### src/rtl/twi_pkg.sv
package twi_pkg;

   localparam int BYTE_W = 8;

   typedef enum logic [2:0] {
      ST_IDLE,
      ST_DEV,
      ST_WADR,
      ST_WDAT,
      ST_TX
   } twi_st_e;

endpackage

### src/rtl/twi_line_sync.sv
module twi_line_sync #(
   parameter int   STAGES  = 2,
   parameter logic RST_VAL = 1'b1
) (
   input  logic clk,
   input  logic rst_n,
   input  logic d,
   output logic q,
   output logic q_prev,
   output logic rise,
   output logic fall
);

   logic [STAGES-1:0] chain;

   generate
      if (STAGES < 2) begin : g_bad_stages
         $error("twi_line_sync: STAGES must be at least 2");
      end
   endgenerate

   always_ff @(posedge clk or negedge rst_n) begin
      if (!rst_n) begin
         chain  <= {STAGES{RST_VAL}};
         q_prev <= RST_VAL;
      end else begin
         chain  <= {chain[STAGES-2:0], d};
         q_prev <= chain[STAGES-1];
      end
   end

   assign q    = chain[STAGES-1];
   assign rise = q & ~q_prev;
   assign fall = ~q & q_prev;

endmodule

### src/rtl/twi_cond_det.sv
module twi_cond_det (
   input  logic scl_q,
   input  logic scl_p,
   input  logic sda_q,
   input  logic sda_p,
   output logic start_c,
   output logic stop_c
);

   logic clk_high;

   assign clk_high = scl_q & scl_p;
   assign start_c  = clk_high & sda_p & ~sda_q;
   assign stop_c   = clk_high & ~sda_p & sda_q;

endmodule

### src/rtl/twi_shifter.sv
module twi_shifter #(
   parameter int W = 8
) (
   input  logic         clk,
   input  logic         rst_n,
   input  logic         clr,
   input  logic         rise,
   input  logic         fall,
   input  logic         din,
   input  logic         load,
   input  logic [W-1:0] load_val,
   output logic [W-1:0] q,
   output logic         at_byte,
   output logic         at_slot,
   output logic         cnt_nz
);

   localparam int CW = $clog2(W + 2);
   localparam logic [CW-1:0] C_BYTE = CW'(W);
   localparam logic [CW-1:0] C_SLOT = CW'(W + 1);

   logic [CW-1:0] cnt;

   always_ff @(posedge clk or negedge rst_n) begin
      if (!rst_n) begin
         q   <= '0;
         cnt <= '0;
      end else if (clr) begin
         cnt <= '0;
      end else begin
         if (load) begin
            q <= load_val;
         end else if (rise && (cnt < C_BYTE)) begin
            q <= {q[W-2:0], din};
         end
         if (rise && (cnt < C_SLOT)) begin
            cnt <= cnt + 1'b1;
         end else if (fall && (cnt == C_SLOT)) begin
            cnt <= '0;
         end
      end
   end

   assign at_byte = (cnt == C_BYTE);
   assign at_slot = (cnt == C_SLOT);
   assign cnt_nz  = (cnt != '0);

endmodule

### src/rtl/twi_mem_slave.sv
module twi_mem_slave #(
   parameter int PAGE_W      = 2,
   parameter int SYNC_STAGES = 2
) (
   input  logic                         clk,
   input  logic                         rst_n,
   input  logic                         scl_i,
   input  logic                         sda_i,
   input  logic [6-PAGE_W:0]            dev_id_i,
   input  logic                         busy_i,
   input  logic [twi_pkg::BYTE_W-1:0]   rd_data_i,
   output logic                         sda_oe,
   output logic                         cmd_stb,
   output logic                         cmd_rw,
   output logic [PAGE_W-1:0]            cmd_page,
   output logic                         waddr_stb,
   output logic                         wdata_stb,
   output logic [twi_pkg::BYTE_W-1:0]   wbyte,
   output logic                         rd_req,
   output logic                         stop_stb
);

   import twi_pkg::*;

   localparam int BW   = BYTE_W;
   localparam int ID_W = 7 - PAGE_W;
   localparam int N_LN = 2;
   localparam int L_SCL = 0;
   localparam int L_SDA = 1;

   generate
      if (PAGE_W < 1 || PAGE_W > 3) begin : g_bad_page
         $error("twi_mem_slave: PAGE_W must be 1..3");
      end
   endgenerate

   // line synchronizers
   logic [N_LN-1:0] ln_raw, ln_q, ln_p, ln_r, ln_f;
   assign ln_raw = {sda_i, scl_i};

   generate
      for (genvar i = 0; i < N_LN; i++) begin : g_line
         twi_line_sync #(
            .STAGES (SYNC_STAGES),
            .RST_VAL(1'b1)
         ) u_sync (
            .clk   (clk),
            .rst_n (rst_n),
            .d     (ln_raw[i]),
            .q     (ln_q[i]),
            .q_prev(ln_p[i]),
            .rise  (ln_r[i]),
            .fall  (ln_f[i])
         );
      end
   endgenerate

   logic scl_r, scl_f, sda_q;
   assign scl_r = ln_r[L_SCL];
   assign scl_f = ln_f[L_SCL];
   assign sda_q = ln_q[L_SDA];

   logic start_c, stop_c;

   twi_cond_det u_cond (
      .scl_q  (ln_q[L_SCL]),
      .scl_p  (ln_p[L_SCL]),
      .sda_q  (ln_q[L_SDA]),
      .sda_p  (ln_p[L_SDA]),
      .start_c(start_c),
      .stop_c (stop_c)
   );

   // state
   twi_st_e st, nxt;
   logic    m_ack;

   logic          tx_load;
   logic [BW-1:0] sh_q;
   logic          at_byte, at_slot, cnt_nz;
   logic          rx_st, rx_ok, id_hit, bus_evt;

   assign bus_evt = start_c | stop_c;
   assign rx_st   = (st == ST_DEV) || (st == ST_WADR) || (st == ST_WDAT);
   assign id_hit  = (sh_q[BW-1 -: ID_W] == dev_id_i);
   assign rx_ok   = !busy_i && ((st != ST_DEV) || id_hit);

   always_comb begin
      tx_load = 1'b0;
      if (!bus_evt && scl_f && at_slot) begin
         if (rx_st && (nxt == ST_TX)) tx_load = 1'b1;
         if ((st == ST_TX) && m_ack)  tx_load = 1'b1;
      end
   end

   twi_shifter #(
      .W(BW)
   ) u_shift (
      .clk     (clk),
      .rst_n   (rst_n),
      .clr     (start_c),
      .rise    (scl_r),
      .fall    (scl_f),
      .din     (sda_q),
      .load    (tx_load),
      .load_val(rd_data_i),
      .q       (sh_q),
      .at_byte (at_byte),
      .at_slot (at_slot),
      .cnt_nz  (cnt_nz)
   );

   always_ff @(posedge clk or negedge rst_n) begin
      if (!rst_n) begin
         st        <= ST_IDLE;
         nxt       <= ST_IDLE;
         m_ack     <= 1'b0;
         sda_oe    <= 1'b0;
         cmd_stb   <= 1'b0;
         cmd_rw    <= 1'b0;
         cmd_page  <= '0;
         waddr_stb <= 1'b0;
         wdata_stb <= 1'b0;
         wbyte     <= '0;
         rd_req    <= 1'b0;
         stop_stb  <= 1'b0;
      end else begin
         cmd_stb   <= 1'b0;
         waddr_stb <= 1'b0;
         wdata_stb <= 1'b0;
         rd_req    <= 1'b0;
         stop_stb  <= 1'b0;
         if (start_c) begin
            st     <= ST_DEV;
            sda_oe <= 1'b0;
         end else if (stop_c) begin
            st       <= ST_IDLE;
            sda_oe   <= 1'b0;
            stop_stb <= 1'b1;
         end else begin
            if (scl_r && at_byte && (st == ST_TX)) begin
               m_ack <= ~sda_q;
            end
            if (scl_f) begin
               if (tx_load) begin
                  st     <= ST_TX;
                  rd_req <= 1'b1;
                  sda_oe <= ~rd_data_i[BW-1];
               end else if (rx_st) begin
                  if (at_byte) begin
                     if (rx_ok) begin
                        sda_oe <= 1'b1;
                        case (st)
                           ST_DEV: begin
                              cmd_stb  <= 1'b1;
                              cmd_rw   <= sh_q[0];
                              cmd_page <= sh_q[PAGE_W:1];
                              nxt      <= sh_q[0] ? ST_TX : ST_WADR;
                           end
                           ST_WADR: begin
                              waddr_stb <= 1'b1;
                              wbyte     <= sh_q;
                              nxt       <= ST_WDAT;
                           end
                           default: begin
                              wdata_stb <= 1'b1;
                              wbyte     <= sh_q;
                              nxt       <= ST_WDAT;
                           end
                        endcase
                     end else begin
                        st     <= ST_IDLE;
                        sda_oe <= 1'b0;
                     end
                  end else if (at_slot) begin
                     sda_oe <= 1'b0;
                     st     <= nxt;
                  end
               end else if (st == ST_TX) begin
                  if (at_slot) begin
                     st     <= ST_IDLE;
                     sda_oe <= 1'b0;
                  end else if (at_byte) begin
                     sda_oe <= 1'b0;
                  end else if (cnt_nz) begin
                     sda_oe <= ~sh_q[BW-1];
                  end
               end else begin
                  sda_oe <= 1'b0;
               end
            end
         end
      end
   end

endmodule

### config.mk
export PLATFORM = sky130hd
export DESIGN_NAME = twi_mem_slave
export DESIGN_NICKNAME = d
export VERILOG_FILES = /design/src/rtl/twi_pkg.sv /design/src/rtl/twi_line_sync.sv /design/src/rtl/twi_cond_det.sv /design/src/rtl/twi_shifter.sv /design/src/rtl/twi_mem_slave.sv
export SDC_FILE = /design/constraint.sdc
export NUM_CORES = 1
export LEC_CHECK = 0
export ABC_CLOCK_PERIOD_IN_PS = 2200
export BUFFER_PORTS_ARGS = -buffer_cell sky130_fd_sc_hd__buf_2
export CORE_UTILIZATION = 30
export DETAILED_ROUTE_END_ITERATION = 7
export GPL_TIMING_DRIVEN = 0
export PLACE_DENSITY = 0.51
export SLEW_MARGIN = 20
export SYNTH_ARGS = -nofsm -noshare
export SYNTH_HDL_FRONTEND = slang
export SYNTH_SLANG_ARGS = --single-unit
### constraint.sdc
create_clock -name clk -period 2.2 [get_ports clk]
set_input_delay 0.11 -clock clk [delete_from_list [all_inputs] [get_ports clk]]
set_output_delay 0.11 -clock clk [all_outputs]
set_load 0.03 [all_outputs]
==> out/qor.yml <==
pwr:
  vdd_ir_drop_max_v: 0.0003658
  switching_share_pct: 28.88
  p_switching_w: 0.0005685
  p_total_w: 0.001969
  p_leak_nw: 1.203
  p_seq_share_pct: 49.6
  pwr-share-clk_pct: 31.5
  p_int_w: 0.001400
  powerDensity_mw_per_mm2: 777.8
  p_comb_share_pct: 18.9
placement:
  dp.cells: 294
  numPortBuffers: 34
  hpwlAfterDp_um: 2896
  pre_cts_slack_ps: -368.1
  place_congestion: 0.7905
clock_network:
  cts_root_buffer: "clkbuf_8"
  max-clock-path-buffers: 2
  htree_levels: 2
  clk_latency_ps: 290
  numCtsBuffers: 5
  cts_tree: "done"
  cts_sinks: 42
  cts.clk_slew.worst_paths_ps: 80
worst_setup_path:
  cp_top_family: "simple AND/OR/NAND/NOR gates"
  criticalPathCategory: "register to register"
  critPathArrivalTime_ps: 2380
  cp-end-kind: "register"
  crit_required_ps: 2380
  slowest_stage: "dfrtp_2"
  reg2reg_to: "cmd_page[1]"
  cp-start-kind: "register"
  reg2reg_from: "u_shift.cnt[0]"
  worstPathMaxFanout: 7
  path_cells: "inv_2, ha_4, and3b_2, nand4_1, o21ai_2, nor3b_4, nor4b_4, buf_6, mux2_4"
  worst_path_largest_cell_delay_ps: 430
  cp_num_buf_inv: 2
  rrSetupSlack_ps: -1
  endpoint: "cmd_page[1]"
  reg2reg_depth: 9
  startpoint: "u_shift.cnt[0]"
  cp.depth: 9
global_routing:
  grt-ovfl-total: 0
  grt_max_degree: 43
  antenna_found_initial: 0
  grt_pass1_wl_um: 7617
  grt_usage_pct: 13.89
  grt_pass1_vias: 1568
layout:
  areaGrowthSynthToFinish_pct: 27.55
  utilization_pct: 39.86
  layout.nets: 259
  fillCellCount: 633
  fin_cells: 315
  drive_above_1_share_pct: 37.82
  num_antenna_cells: 0
timing:
  tightestPinTransition_ps: 923.3
  timing.final.hold_violations: 0
  finClkSkew_ps: 3.774
  slew_headroom_pct: 38.45
  timing.fmax_mhz: 454.3
  setup_viol: 1
  period_minus_slack_ps: 2201
  setup_ws_ps: -1.149
  post-route-period-util_pct: 100.1
  slew_violations: 0
  grt_setup_unrepaired: "true"
synth:
  synth-seq-area-share_pct: 53.34
  synth-xor-area-share_pct: 2.648
  syn_inst: 183
  synth.most_common_cell: "dfrtp_1"
  syn_area_per_cell_um2: 10.84
  synth_edf_count: 0
  synth_compound_area_share_pct: 12.17
  synth_top_family_by_area: "simple AND/OR/NAND/NOR gates"
  async_flop_share_pct: 100.0
  syn-num-nets: 205
  yosys.area_share.simple_pct: 15.83
  synth_mux_area_share_pct: 10.78
  synth_top_area_share_pct: 45.40
  ys_warn_count: 0
  ys_types: 40
  yosysTopAreaCell: "dfrtp_1"
  synth_seq_cells: 42
  synth_ff_type: "dfrtp_1"
  synth_area_mm2: 0.001984
  synth_area_leaders: "dfrtp_1 45%, dfstp_2 7.9%, mux2_2 5.7%, mux2i_1 4.5%, o21ai_0 4.3%"
  synthAdderAreaFrac_pct: 2.522
  synthTopCellsByCount: "36 x dfrtp_1, 18 x nand2_1, 17 x o21ai_0"
worst_hold_path:
  hold_class: "input port to register"
routing:
  wirelength_um: 4486
  drtIter0Drc: 65
  wl_per_cell_um: 14.24
  drc: 0
  vias_per_cell: 4.914
  firstDrtPassIters: 4
  vias: 1548
  drtAntennaViolNets: 0
outcome:
  status: "complete, but fails checks"
  violations: "negative setup slack"
floorplanning:
  ios: 35
  dieArea_mm2: 0.006944
  rows: 29
  fp.dieW_um: 83.33
  initial_core_util_pct: 31.25
  fp.dieH_um: 83.33
  core-area_mm2: 0.006350
job:
  maxCapViolations: 0
==> timing repair <==
action                                 4_1_cts  5_1_grt
endpoints found under the hold margin       38        0
buffers inserted                             7        3
pin swaps                                    2        2
hold buffers                                 3        0
setup endpoints to repair                   27       22
gates resized for setup                     11        9
==> area by class of cell <==
class | instances | area [um2] | area share (%)
inverters | 4 | 15.01 | 0.5932
well taps | 77 | 96.34 | 3.806
plain buffers | 8 | 43.79 | 1.730
flip-flops and latches | 42 | 1060 | 41.87
clock buffers | 5 | 68.82 | 2.719
multi-input cells | 129 | 924.6 | 36.53
repair buffers | 47 | 279.0 | 11.02
clock inverters | 3 | 43.79 | 1.730
==> flip-flops by register name, indices dropped and copies added, names as in the netlist <==
signal                flops
rd_req                    1
cmd_rw                    1
u_shift.cnt               4
wdata_stb                 1
stop_stb                  1
g_line.u_sync.q_prev      2
cmd_stb                   1
nxt                       3
waddr_stb                 1
m_ack                     1
st                        3
g_line.u_sync.chain       4
sda_oe                    1
u_shift.q                 8
wbyte                     8
cmd_page                  2
==> stage by stage <==
stage          hold WS, ps  setup TNS, ps  cell area (um2)
6_report             24.52         -1.149             2531
5_1_grt              16.25         -320.0             2531
4_1_cts              16.94         -27.27             2480
3_5_place_dp         216.5          -5200             2251
3_3_place_gp         215.0          -4926             2251
2_1_floorplan       -185.6         -12.82             1984
==> cell usage in the layout (no fill, tap or decap), drive strengths merged, types with 5 or more instances in the layout <==
master / n
a21oi: 9
buf: 50
clkbuf: 7
dfrtp: 36
dfstp: 6
inv: 5
mux2: 11
mux2i: 9
nand2: 18
nand3: 7
nor2: 16
o21ai: 18
xnor2: 5
==> power by group through the flow <==
stage	clock (W)	sequential (W)	combinational, W
final	0.000620	0.000977	0.000372
after global routing	0.000673	0.000994	0.000422
after CTS	0.000638	0.000977	0.000344
after detailed placement	0	0.00100	0.000277
after global placement	0	0.000999	0.000272
after floorplan	0	0.000963	0.000207
==> layer usage <==
layer / vias up / routed length, um / global-route usage [%] / part of all wire (%)
li1: 750 / - / - / -
met1: 763 / 2152 / 19.48 / 48
met2: 31 / 2114 / 21.16 / 47
met3: 4 / 166 / 3.082 / 3.7
met4: 0 / 53 / 4.702 / 1.2
met5: - / 0 / 0 / 0
==> worst min-delay path by stage <==
| stage | from | end | slack (ps) | cells past startpoint |
|---|---|---|---|---|
| after floorplan | rst_n | cmd_page[0] | -190 | 0 |
| after global placement | sda_i | g_line[1].u_sync.chain[0] | 220 | 1 |
| after detailed placement | scl_i | g_line[0].u_sync.chain[0] | 220 | 1 |
| after CTS | rd_data_i[1] | u_shift.q[1] | 20 | 3 |
| after global routing | rd_data_i[0] | u_shift.q[0] | 20 | 3 |
| final | rd_data_i[5] | u_shift.q[5] | 20 | 3 |
==> cells by family (layout without fill, tap and decap cells) <==
| kind of cell | Yosys count | count (layout) |
|---|---|---|
| compound gates | 39 | 39 |
| mux | 20 | 20 |
| buf+inv | 12 | 67 |
| fa+ha+maj | 4 | 4 |
| simple gates | 60 | 60 |
| xor+xnor | 6 | 6 |
| flops | 42 | 42 |
==> worst reg2reg max path: stages, from the launching register on <==
cell and delay [ps]:
dfrtp_2 430, inv_2 80, ha_4 120, and3b_2 230
nand4_1 110, o21ai_2 160, nor3b_4 240, nor4b_4 250
buf_6 170, mux2_4 300
Note: power is estimated with default switching activity, not from simulation.
